<file path="src/rtl/reply_framer_pkg.sv">
`timescale 1ns/1ps
package reply_framer_pkg;
    typedef enum logic [1:0] {
        ST_IDLE,
        ST_WAIT,
        ST_SEND,
        ST_DONE
    } frm_state_t;
endpackage

</file>
<file path="src/rtl/carrier_ticker.sv">
`timescale 1ns/1ps
// Divides the clock into carrier periods; tick_o marks the last clock of each.
module carrier_ticker #(
    parameter int CLK_W = 8
) (
    input  logic             clk,
    input  logic             rst_n,
    input  logic             clear_i,
    input  logic [CLK_W-1:0] period_i,
    output logic             tick_o
);
    logic [CLK_W-1:0] cnt;

    assign tick_o = !clear_i && (cnt == period_i - 1'b1);

    always_ff @(posedge clk) begin
        if (!rst_n)       cnt <= '0;
        else if (clear_i) cnt <= '0;
        else if (tick_o)  cnt <= '0;
        else              cnt <= cnt + 1'b1;
    end

    // the phase counter never passes the captured period
    a_r9_cnt_in_range: assert property (@(posedge clk) disable iff (!rst_n)
        !clear_i |-> (cnt < period_i));
endmodule

</file>
<file path="src/rtl/reply_bit_sel.sv">
`timescale 1ns/1ps
// Maps a frame bit index onto start-of-frame or payload bit (MSB first per byte).
module reply_bit_sel #(
    parameter int SOF_BITS  = 5,
    parameter int MAX_BYTES = 4,
    parameter int IDX_W     = 6
) (
    input  logic [IDX_W-1:0]       bit_idx_i,
    input  logic [MAX_BYTES*8-1:0] payload_i,
    output logic                   bit_o
);
    localparam int MAX_BITS = MAX_BYTES * 8;

    always_comb begin
        int pidx;
        int pos;
        bit_o = 1'b1;
        pidx  = int'(bit_idx_i) - SOF_BITS;
        pos   = 8 * (pidx / 8) + 7 - (pidx % 8);
        if (int'(bit_idx_i) >= SOF_BITS) begin
            if (pidx < MAX_BITS) bit_o = payload_i[pos];
            else                 bit_o = 1'b0;
        end
    end
endmodule

</file>
<file path="src/rtl/reply_framer.sv">
`timescale 1ns/1ps
module reply_framer
    import reply_framer_pkg::*;
#(
    parameter int CLK_W     = 8,
    parameter int BIT_CP    = 32,
    parameter int GAP_CP    = 4,
    parameter int WRESP_CP  = 208,
    parameter int SOF_BITS  = 5,
    parameter int MAX_BYTES = 4,
    localparam int MAX_BITS = MAX_BYTES * 8,
    localparam int LEN_W    = $clog2(MAX_BITS + 1)
) (
    input  logic                 clk,
    input  logic                 rst_n,
    input  logic                 start_i,
    input  logic [LEN_W-1:0]     len_bits_i,
    input  logic [MAX_BITS-1:0]  payload_i,
    input  logic [CLK_W-1:0]     carrier_clks_i,
    output logic                 mod_o,
    output logic                 done_o
);
    localparam int DELAY_CP = WRESP_CP - GAP_CP;
    localparam int CP_MAX   = (DELAY_CP > BIT_CP) ? DELAY_CP : BIT_CP;
    localparam int CP_W     = $clog2(CP_MAX + 1);
    localparam int IDX_W    = $clog2(MAX_BITS + SOF_BITS + 1);
    localparam int HALF_CP  = BIT_CP / 2;
    localparam logic [CP_W-1:0]  DELAY_LAST = CP_W'(DELAY_CP - 1);
    localparam logic [CP_W-1:0]  BIT_LAST   = CP_W'(BIT_CP - 1);
    localparam logic [CP_W-1:0]  HALF_MARK  = CP_W'(HALF_CP);
    localparam logic [LEN_W-1:0] LEN_CAP    = LEN_W'(MAX_BITS);

    frm_state_t            state;
    logic [CP_W-1:0]       cp_cnt;
    logic [IDX_W-1:0]      bit_idx;
    logic [IDX_W-1:0]      total_q;
    logic [MAX_BITS-1:0]   payload_q;
    logic [CLK_W-1:0]      period_q;
    logic                  tick;
    logic                  cur_bit;
    logic [LEN_W-1:0]      len_eff;

    assign len_eff = (len_bits_i > LEN_CAP) ? LEN_CAP : len_bits_i;

    carrier_ticker #(.CLK_W(CLK_W)) u_ticker (
        .clk      (clk),
        .rst_n    (rst_n),
        .clear_i  (state == ST_IDLE),
        .period_i (period_q),
        .tick_o   (tick)
    );

    reply_bit_sel #(.SOF_BITS(SOF_BITS), .MAX_BYTES(MAX_BYTES), .IDX_W(IDX_W)) u_bitsel (
        .bit_idx_i (bit_idx),
        .payload_i (payload_q),
        .bit_o     (cur_bit)
    );

    // State register and counters
    always_ff @(posedge clk) begin
        if (!rst_n) begin
            state     <= ST_IDLE;
            cp_cnt    <= '0;
            bit_idx   <= '0;
            total_q   <= '0;
            payload_q <= '0;
            period_q  <= CLK_W'(1);
        end else begin
            unique case (state)
                ST_IDLE: begin
                    if (start_i) begin
                        state     <= ST_WAIT;
                        cp_cnt    <= '0;
                        bit_idx   <= '0;
                        total_q   <= IDX_W'(SOF_BITS) + IDX_W'(len_eff);
                        payload_q <= payload_i;
                        period_q  <= (carrier_clks_i == '0) ? CLK_W'(1) : carrier_clks_i;
                    end
                end
                ST_WAIT: begin
                    if (tick) begin
                        if (cp_cnt == DELAY_LAST) begin
                            state  <= ST_SEND;
                            cp_cnt <= '0;
                        end else begin
                            cp_cnt <= cp_cnt + 1'b1;
                        end
                    end
                end
                ST_SEND: begin
                    if (tick) begin
                        if (cp_cnt == BIT_LAST) begin
                            cp_cnt <= '0;
                            if (bit_idx == total_q - 1'b1) state   <= ST_DONE;
                            else                           bit_idx <= bit_idx + 1'b1;
                        end else begin
                            cp_cnt <= cp_cnt + 1'b1;
                        end
                    end
                end
                ST_DONE: state <= ST_IDLE;
            endcase
        end
    end

    // Outputs
    always_comb begin
        mod_o  = 1'b0;
        done_o = 1'b0;
        unique case (state)
            ST_SEND: mod_o  = cur_bit ? (cp_cnt < HALF_MARK) : (cp_cnt >= HALF_MARK);
            ST_DONE: done_o = 1'b1;
            default: ;
        endcase
    end

    // strobe lasts one cycle
    a_r6_done_single: assert property (@(posedge clk) disable iff (!rst_n)
        done_o |=> !done_o);
    // strobe only follows the sending phase
    a_r6_done_after_send: assert property (@(posedge clk) disable iff (!rst_n)
        done_o |-> ($past(state) == ST_SEND));
    // the delay leads only into sending
    a_r2_wait_exit: assert property (@(posedge clk) disable iff (!rst_n)
        (state == ST_WAIT) |=> (state == ST_WAIT || state == ST_SEND));
    // bit index stays inside the captured frame
    a_r3_idx_range: assert property (@(posedge clk) disable iff (!rst_n)
        (state == ST_SEND) |-> (bit_idx < total_q));
    // a start while busy leaves the captured frame untouched
    a_r7_busy_holds: assert property (@(posedge clk) disable iff (!rst_n)
        (state != ST_IDLE && start_i) |=>
            ($stable(total_q) && $stable(payload_q) && $stable(period_q)));
endmodule

</file>
<file path="config.mk">
export PLATFORM = sky130hd
export DESIGN_NAME = reply_framer
export DESIGN_NICKNAME = d
export VERILOG_FILES = /design/src/rtl/reply_framer_pkg.sv /design/src/rtl/carrier_ticker.sv /design/src/rtl/reply_bit_sel.sv /design/src/rtl/reply_framer.sv
export SDC_FILE = /design/constraint.sdc
export NUM_CORES = 1
export LEC_CHECK = 0
export CORE_MARGIN = 3
export CORE_UTILIZATION = 45
export DETAILED_ROUTE_END_ITERATION = 7
export GPL_TIMING_DRIVEN = 0
export PLACE_DENSITY = 0.67
export SLEW_MARGIN = 10
export SYNTH_ARGS = -nofsm -noshare
export SYNTH_HDL_FRONTEND = slang
export SYNTH_SLANG_ARGS = --single-unit
</file>
<file path="constraint.sdc">
create_clock -name clk -period 4.5 [get_ports clk]
set_input_delay 0.45 -clock clk [delete_from_list [all_inputs] [get_ports clk]]
set_output_delay 0.45 -clock clk [all_outputs]
set_load 0.01 [all_outputs]
</file>
# Word-level counts from Yosys, hierarchy flattened
# Cells that the tools add are included.
word_totals:
  in_bits: 49
  reg_bits: 70
classes:
  reduce_logical: 12
  n_bitwise: 2
  mux: 28
  add_sub_neg: 10
  n_lt_le_gt_ge: 6
  eq_ne: 14
op_table:
  columns: ["cell", "count"]
  rows:
  - ["8-bit two-way mux", 6]
  - ["32-bit by 4-bit adder with 32-bit output, second input constant", 1]
  - ["32-bit by 7-bit less-than comparator with 1-bit output, second input constant", 1]
  - ["32-bit by 4-bit subtractor with 32-bit output", 1]
  - ["6-bit two-way mux", 5]
  - ["29-bit by 1-bit adder with 29-bit output", 1]
  - ["8-bit one-hot mux with 3 select lines", 1]
  - ["8-bit by 1-bit adder with 8-bit output, second input constant", 2]
  - ["2-bit inequality test, second input constant", 7]
  - ["2-bit two-way mux", 6]
  - ["6-bit one-hot mux with 2 select lines", 1]
  - ["8-bit by 5-bit == test with 1-bit output, second input constant", 1]
  - ["8-bit == test", 1]
  - ["8-bit == test, second input constant", 1]
  - ["8-bit by 5-bit greater-or-equal comparator with 1-bit output, second input constant", 1]
  - ["8-bit logical NOT", 1]
  - ["8-bit by 5-bit less-than comparator with 1-bit output, second input constant", 1]
  - ["2-bit one-hot mux with 4 select lines", 1]
  - ["8-bit by 1-bit subtractor with 8-bit output, second input constant", 1]
  - ["7-bit less-than comparator, second input constant", 1]
  - ["1-bit two-way mux", 7]
  - ["6-bit by 3-bit subtractor with 7-bit output, second input constant", 1]
  - ["3-bit by 6-bit adder with 6-bit output, first input constant", 1]
  - ["6-bit by 1-bit adder with 6-bit output, second input constant", 1]
  - ["19 further kinds", 21]

# Logic depth before layout (Yosys ltp)
# Gate-level depths: netlist of run 1.
logic_depth:
  ltp_word: 13
  depth_mapped: 12
  depth_no_buf: 9

# By module
# A second synthesis of run 1 with hierarchy kept.
unflattened:
  hier_cells: 468
  hier_area_um2: 4060.1
by_module_without_submodules:
  columns: ["mod", "instances", "area_each_um2", "cells_each", "seq_area_each_um2"]
  rows:
  - ["reply_framer", 1, 2946.6, 349, 1241.2]
  - ["carrier_ticker", 1, 623.1, 75, 160.2]
  - ["reply_bit_sel", 1, 490.5, 44, 0.0]

# Least setup slack after synthesis of run 1
# OpenSTA, ideal clock, no wires.
synth_timing:
  path_kind: "reg-to-output"
  startpoint: "register bit_idx[0]"
  endpoint: "output port mod_o"
  path_stages_with_launch: 13
  arrival_ns: 3.020
  path_buffers: 3
  setup_slack_ns: 1.030
  path_cell_list: "dfxtp_1 clkbuf_1 clkinv_1 ha_1 buf_2 buf_2 mux2i_1 mux4_2 mux2i_1 mux2i_1 a211oi_1 xnor2_1 and2_1"
synth_via:
  elab_chain_len: 13
  word_cells_on_any_way: 15
synth_rtl:
  columns: ["item", "line", "text"]
  rows:
  - ["from (decl)", "reply_framer.sv:35", "logic [IDX_W-1:0] bit_idx;"]
  - ["from (signal assigned)", "reply_framer.sv:95", "else bit_idx <= bit_idx + 1'b1;"]
  - ["6-bit by 3-bit subtractor with 7-bit output", "reply_bit_sel.sv:18", "pidx = int'(bit_idx_i) - SOF_BITS;"]
  - ["3-bit OR reduction (no line)", null, null]
  - ["1-bit bitwise AND (no line)", null, null]
  - ["29-bit by 1-bit adder with 29-bit output (no line)", null, null]
  - ["32-bit by 4-bit adder with 32-bit output", "reply_bit_sel.sv:19", "pos = 8 * (pidx / 8) + 7 - (pidx % 8);"]
  - ["32-bit by 4-bit subtractor with 32-bit output", "reply_bit_sel.sv:19", null]
  - ["1-bit binary-select mux with 5-bit select", "reply_bit_sel.sv:21", "if (pidx < MAX_BITS) bit_o = payload_i[pos];"]
  - ["1-bit two-way mux (not written as such) (2 in a row)", "reply_bit_sel.sv:21", null]
  - ["1-bit two-way mux", "reply_bit_sel.sv:21", null]
  - ["1-bit two-way mux *", "reply_bit_sel.sv:20", "if (int'(bit_idx_i) >= SOF_BITS) begin"]
  - ["1-bit two-way mux *", "reply_framer.sv:111", "ST_SEND: mod_o = cur_bit ? (cp_cnt < HALF_MARK) : (cp_cnt >= HALF_MARK);"]
  - ["1-bit two-way mux *", "reply_framer.sv:110", "unique case (state)"]
  - ["to (decl)", "reply_framer.sv:20", "output logic mod_o,"]
# Every way passes the cells marked *; elsewhere a longest branch is shown, timed or not. The select of a mux whose other input is x is not followed.

# Final worst setup path of run 1
# Ends and elaborated chain as after synthesis.

==> results of run 1 <==
==> repair_timing <==
item / 4_1_cts / 5_1_grt
setup endpoints to repair: 1 / 1
gates cloned: 0 / 0
gates resized for setup: 4 / 6
==> layer usage <==
metal,track usage [%],vias up,share of wire [%]
met2,32.8,48,48
met4,6.60,0,1.4
met1,25.6,1567,48
met5,0,-,0
met3,2.64,12,2.4
li1,-,1731,-
==> worst max-delay path, cell delays in order (launching register included) <==
cell and delay [ps]:
dfxtp_1 400, clkbuf_4 230, clkinv_2 160, ha_1 320, clkbuf_4 220, buf_6 180
mux2i_1 130, mux4_2 510, mux2i_1 150, mux2i_1 130, a211oi_2 220, xnor2_1 130
and2_1 130, clkdlybuf4s50_1 530
==> layout make-up <==
cell class,count,area share [%]
Clock buffer,10,2.75
Buffer,26,2.48
Sequential cell,70,30.2
Tap cell,102,2.75
Inverter,18,1.48
Clock inverter,6,1.86
Timing Repair Buffer,49,10.6
Multi-Input combinational cell,355,48.0
==> sequential cells by signal, summed over array words and instances, names as in the netlist <==
register      cells
bit_idx           6
cp_cnt            8
payload_q        32
period_q          8
state             2
total_q           6
u_ticker.cnt      8
==> layout by cell type, fill, tap and decap left out, drive strengths merged, types with 4 or more instances in the layout <==
| cell | synthesis | routed |
|---|---|---|
| a211oi | 4 | 4 |
| a21o | 4 | 4 |
| a21oi | 57 | 57 |
| buf | 6 | 5 |
| clkbuf | 20 | 31 |
| clkdlybuf4s50 | 0 | 49 |
| clkinv | 1 | 4 |
| dfxtp | 70 | 70 |
| ha | 15 | 15 |
| inv | 17 | 17 |
| mux2i | 21 | 21 |
| mux4 | 4 | 4 |
| nand2 | 96 | 96 |
| nand3 | 14 | 14 |
| nor2 | 29 | 29 |
| nor2b | 6 | 6 |
| nor3 | 8 | 8 |
| nor4 | 5 | 5 |
| o211ai | 4 | 4 |
| o21ai | 14 | 14 |
| or4 | 7 | 7 |
| xnor2 | 21 | 21 |
| xor2 | 10 | 10 |
==> through the flow <==
stage / area (um2) / hold WS, ps / setup slack (ps)
finish: 4650 / 457 / 260
global route: 4650 / 479 / 17.0
CTS: 4640 / 459 / 10.2
detailed placement: 4410 / 447 / -116
global placement: 4410 / 442 / -100
floorplan: 3790 / 436 / 1030
==> final timing paths <==
path	start	endpoint	slack, ps	cells past startpoint
setup / recovery	bit_idx[0]$_SDFFE_PN0P_	mod_o	260	13
hold / removal	payload_q[2]$_SDFFE_PN0P_	payload_q[2]$_SDFFE_PN0P_	460	2
setup reg to reg	period_q[0]$_SDFFE_PN1P_	cp_cnt[6]$_SDFFE_PN0P_	1490	9
hold reg to reg	payload_q[2]$_SDFFE_PN0P_	payload_q[2]$_SDFFE_PN0P_	460	2
==> kinds of logic after synthesis <==
kind of cell / synth area share (%)
XOR/XNOR: 7.15
buffers and inverters: 4.45
multiplexers: 7.91
AND/OR/NAND/NOR: 22.7
AO/OA/AOI/OAI: 15.9
flip-flops: 36.9
adder cells (fa/ha/maj): 4.95
==> power by group through the flow <==
stage                     clock network (mW)  registers, mW  logic (mW)
final                                  0.561          0.787       0.930
after global routing                   0.597          0.801        1.04
after CTS                              0.569          0.788       0.926
after detailed placement                   0          0.803       0.911
after global placement                     0          0.797       0.894
after floorplan                            0          0.780       0.698
==> metrics.txt, run 1 <==
outcome=completed; Mapped Cells=469; root buffer cell=clkbuf_8; drc violations=0; grt total ovfl=0; Min-Delay Path Class=reg -> reg; nets@finish=593; most common cell in the synthesized netlist=nand2_1; Synth Flop Type=dfxtp_1; skew final=9.45 ps; share of post-route cells with drive strength above 1=7.12%; post-placement cell count=620; Sequential Power Share=34.6%; Setup CP Type=reg -> out; worst rel slew slack=48.7%; final number of setup-violating endpoints=0; Max-cap violations=0; hold buffer count at CTS=0; DR vias=3,358; combinational share of power=40.8%; core box area=7970 um2; GPL Wtd Cong=0.857; CTS H-tree lvls=3; # Post-CTS Setup Buffers=0; cell area after synthesis=3790 um2; post-route minimum period=4240 ps; DRT iter0 DRCs=115; Async S/R FF share, synth=0%; Sw Pwr=849 uW; Num CTS Buffers=9; overall power=2.28 mW; RSZ-0062 raised after global routing=no; die span in x=97.8 um; Die Ht=97.8 um; vias in the first global route=3,303; Clock power frac=24.6%; area share of the largest cell type after synthesis=36.9%; syn_nets=533; 1st-pass router iterations=4; clock latency at the later pin of the worst-skew pair=350 ps; Synth area leader=dfxtp_1; Post-synth top cells=96 x nand2_1, 70 x dfxtp_1, 57 x a21oi_1; PD cells=490 nW/um2; Seq/Total Area, Yosys=36.9%; # IOs=51; largest fanout on the critical path=10; Worst Path Required=4050 ps; Pins Over Slew Limit=0; Worst EP arrival=3790 ps; Distinct cells, synth=50; fmax=236 MHz; Final period util=94.2%; die area=9570 um2; register area=1400 um2; Final ANT Viol Nets=0; row count=32; post-DP HPWL=6840 um; final core occ=58.3%; CTS clk-pin slew, worst paths=80 ps; Switching Fraction=37.3%; area grow syn2layout=22.5%; CTS tree=yes; pin count of the biggest net entering global routing=13; Internal=1.43 mW; post-route insts no fill=636; Final Hold Vio Count=0; Post-Route WL=9060 um; CTS sink cnt=70; number of diodes=0; GRT Overall Usage=19.5%; initial antenna violation count=0; leakage power=1.65 nW; multi-input logic area=2230 um2; I/O Buffers=49; Initial Util=47.6%; Max clock buf depth=2; worst vdd ir=189 uV; Worst setup EP type=primary output; Worst setup SP type=flip-flop; Worst-Margin Slew=762 ps; Yosys reg bits=70; Yosys warning count=0; Post-synth EDFFs=0; first-pass GRT wire length=15,500 um; Synth area leaders=dfxtp_1 37%, nand2_1 9.5%, a21oi_1 7.5%; final setup TNS=0 ps; Fillers=765; wire per inst=14.2 um; Avg Inst Size Synth=8.09 um2; Vias/cell=5.28
Power figures use the tool's default switching activity.
==> run 2: changes to the inputs <==
- CORE_UTILIZATION: 45 -> 53
- PLACE_DENSITY: 0.67 -> 0.77
==> run 2 against run 1 <==
Largest cell class unchanged. Highest routed layer unchanged. Wire length is 1.2% lower. Critical endpoint unchanged. Design area decreased by 1.0%. Sequential share of layout area up 0.31 points. Total power fell by 4.3%. Sequential cell count stayed put. Largest power group unchanged. First-iteration DRC count grew 69%. Worst setup slack worse by 8.8 ps. Register-to-register slack better by 50 ps.
==> metrics.txt, run 2 (same netlist as run 1, synthesis figures left out) <==
outcome=completed; RR Startpoint=period_q[0]$_SDFFE_PN1P_; post-route insts no fill=630 (-0.94%); vias in the first global route=3,271 (-0.97%); worst rel slew slack=52.8% (+4.2 points); Sw Pwr=862 uW (+1.5%); number of diodes=0 (unchanged); CTS sink cnt=70 (unchanged); Switching Fraction=39.5% (+2.3 points); post-route minimum period=4250 ps (+8.80 ps); Worst setup EP type=primary output; leakage power=1.62 nW (-1.5%); Worst-Margin Slew=700 ps (-61.8 ps); skew final=9.20 ps (-0.253 ps); PD cells=474 nW/um2 (-3.3%); hold buffer count at CTS=0 (unchanged); post-DP HPWL=6640 um (-3.0%); root buffer cell=clkbuf_8; wire per inst=14.2 um (-0.30%); clock latency at the later pin of the worst-skew pair=340 ps (about the same); area grow syn2layout=21.2%; most frequent cells in the layout=96 x nand2_1, 70 x dfxtp_1, 57 x a21oi_1, 49 x clkdlybuf4s50_1, 29 x nor2_1; Min-Delay Path Depth=2 (unchanged); share of post-route cells with drive strength above 1=7.12% (unchanged); nets@finish=593 (unchanged); DRT iter0 DRCs=194 (+69%); Num CTS Buffers=9 (unchanged); pre-CTS setup slack=-66.6 ps (+49.4 ps); first-pass GRT wire length=15,100 um (-2.2%); Initial Util=55.2% (+7.6 points); drc violations=0 (unchanged); Worst Path Required=4050 ps (about the same); Sequential Power Share=36.3% (+1.7 points); R2R depth=9 (unchanged); Final period util=94.4% (+0.20 points); Setup CP Type=reg -> out; Die Ht=90.6 um (-7.4%); Final ANT Viol Nets=0 (unchanged); post-placement cell count=614 (-0.97%); Worst Setup SP=bit_idx[0]$_SDFFE_PN0P_; CTS H-tree lvls=3 (unchanged); Max clock buf depth=2 (unchanged); initial antenna violation count=0 (unchanged); final setup TNS=0 ps (unchanged); Post-Route WL=8940 um (-1.2%); grt total ovfl=0 (unchanged); combinational share of power=42.8% (+2.0 points); setup ws final=251 ps (-8.80 ps); CTS clk-pin slew, worst paths=80 ps (about the same); Internal=1.32 mW (-7.7%); Worst EP arrival=3800 ps (about the same); core box area=6870 um2 (-14%); I/O Buffers=49 (unchanged); worst vdd ir=254 uV (+35%); die area=8210 um2 (-14%); Pins Over Slew Limit=0 (unchanged); fmax=235 MHz (-0.21%); Vias/cell=5.52 (+4.6%); GRT Overall Usage=22.4% (+2.9 points); max reg flops=32 (unchanged); Final Hold Vio Count=0 (unchanged); final number of setup-violating endpoints=0 (unchanged); hold path start=payload_q[31]$_SDFFE_PN0P_; CTS tree=yes; # IOs=51 (unchanged); worst hold slack=457 ps (+0.0330 ps); Worst setup SP type=flip-flop; largest fanout on the critical path=10 (unchanged); row count=30 (-6.3%); Min-Delay Path Class=reg -> reg; Clock power frac=20.9% (-3.7 points); 1st-pass router iterations=5 (+1); GPL Wtd Cong=0.856 (-0.11%); # Post-CTS Setup Buffers=0 (unchanged); commonest non-fill, non-tap cell in the layout=nand2_1; die span in x=90.6 um (-7.4%); pin count of the biggest net entering global routing=14 (+1); DR vias=3,479 (+3.6%); Most flops, register=payload_q; Max-cap violations=0 (unchanged)
[run 2: cell types whose count changed in the layout (fill, tap and decap cells not counted), sizes merged]
cell	before	now
bufinv	2	0
clkinv	4	6
clkinvlp	1	2
clkbuf	31	30
[run 2: per-stage QoR]
step	total power [mW]	util, %	instance area, um2
after floorplan	1.48	-	3790
after detailed placement	1.71	64.1	4410
after global routing	2.33	67.0	4600
final	2.18	67.0	4600
after global placement	1.68	64.1	4410
after CTS	2.17	66.8	4590
[run 2: path summary, 6_finish.rpt]
check | end | slack [ps]
setup reg to reg | cp_cnt[6]$_SDFFE_PN0P_ | 1540
hold reg to reg | payload_q[31]$_SDFFE_PN0P_ | 460
setup / recovery | mod_o | 250
hold / removal | payload_q[31]$_SDFFE_PN0P_ | 460
[run 2: power by group through the flow]
stage,Sequential (mW),Clock [mW],Combinational [mW]
after global routing,0.802,0.484,1.04
after detailed placement,0.802,0,0.905
final,0.790,0.457,0.933
after global placement,0.796,0,0.883
after CTS,0.789,0.464,0.921
after floorplan,0.780,0,0.698
[run 2: layout make-up]
type	count	area, um2
buffer	26	114
multi-input combinational	355	2230
tap	96	120
fill	556	2270
timing repair buffer	49	490
clock buffer	9	124
inverter	18	68.8
clock inverter	7	51.3
sequential	70	1400
[run 2: repair_timing]
| action | in CTS | in global routing |
|---|---|---|
| endpoints found under the setup margin | 1 | 1 |
| gates cloned | 0 | 0 |
| resized for setup | 4 | 4 |
[run 2: critical path, cell delays in order, from the launching register on]
cell             delay (ps)
dfxtp_1                 410
clkbuf_4                230
clkinv_2                160
ha_1                    330
clkbuf_4                220
buf_6                   190
mux2i_1                 120
mux4_2                  510
mux2i_1                 150
mux2i_1                 130
a211oi_2                230
xnor2_1                 130
and2_1                  130
clkdlybuf4s50_1         530
[run 2: per-layer routing]
metal | part of all wire (%) | vias to the layer above | GRT usage [%]
met1 | 46 | 1630 | 29.3
met3 | 4.0 | 14 | 3.42
li1 | - | 1732 | -
met5 | 0 | - | 0
met2 | 48 | 103 | 36.8
met4 | 1.6 | 0 | 9.18
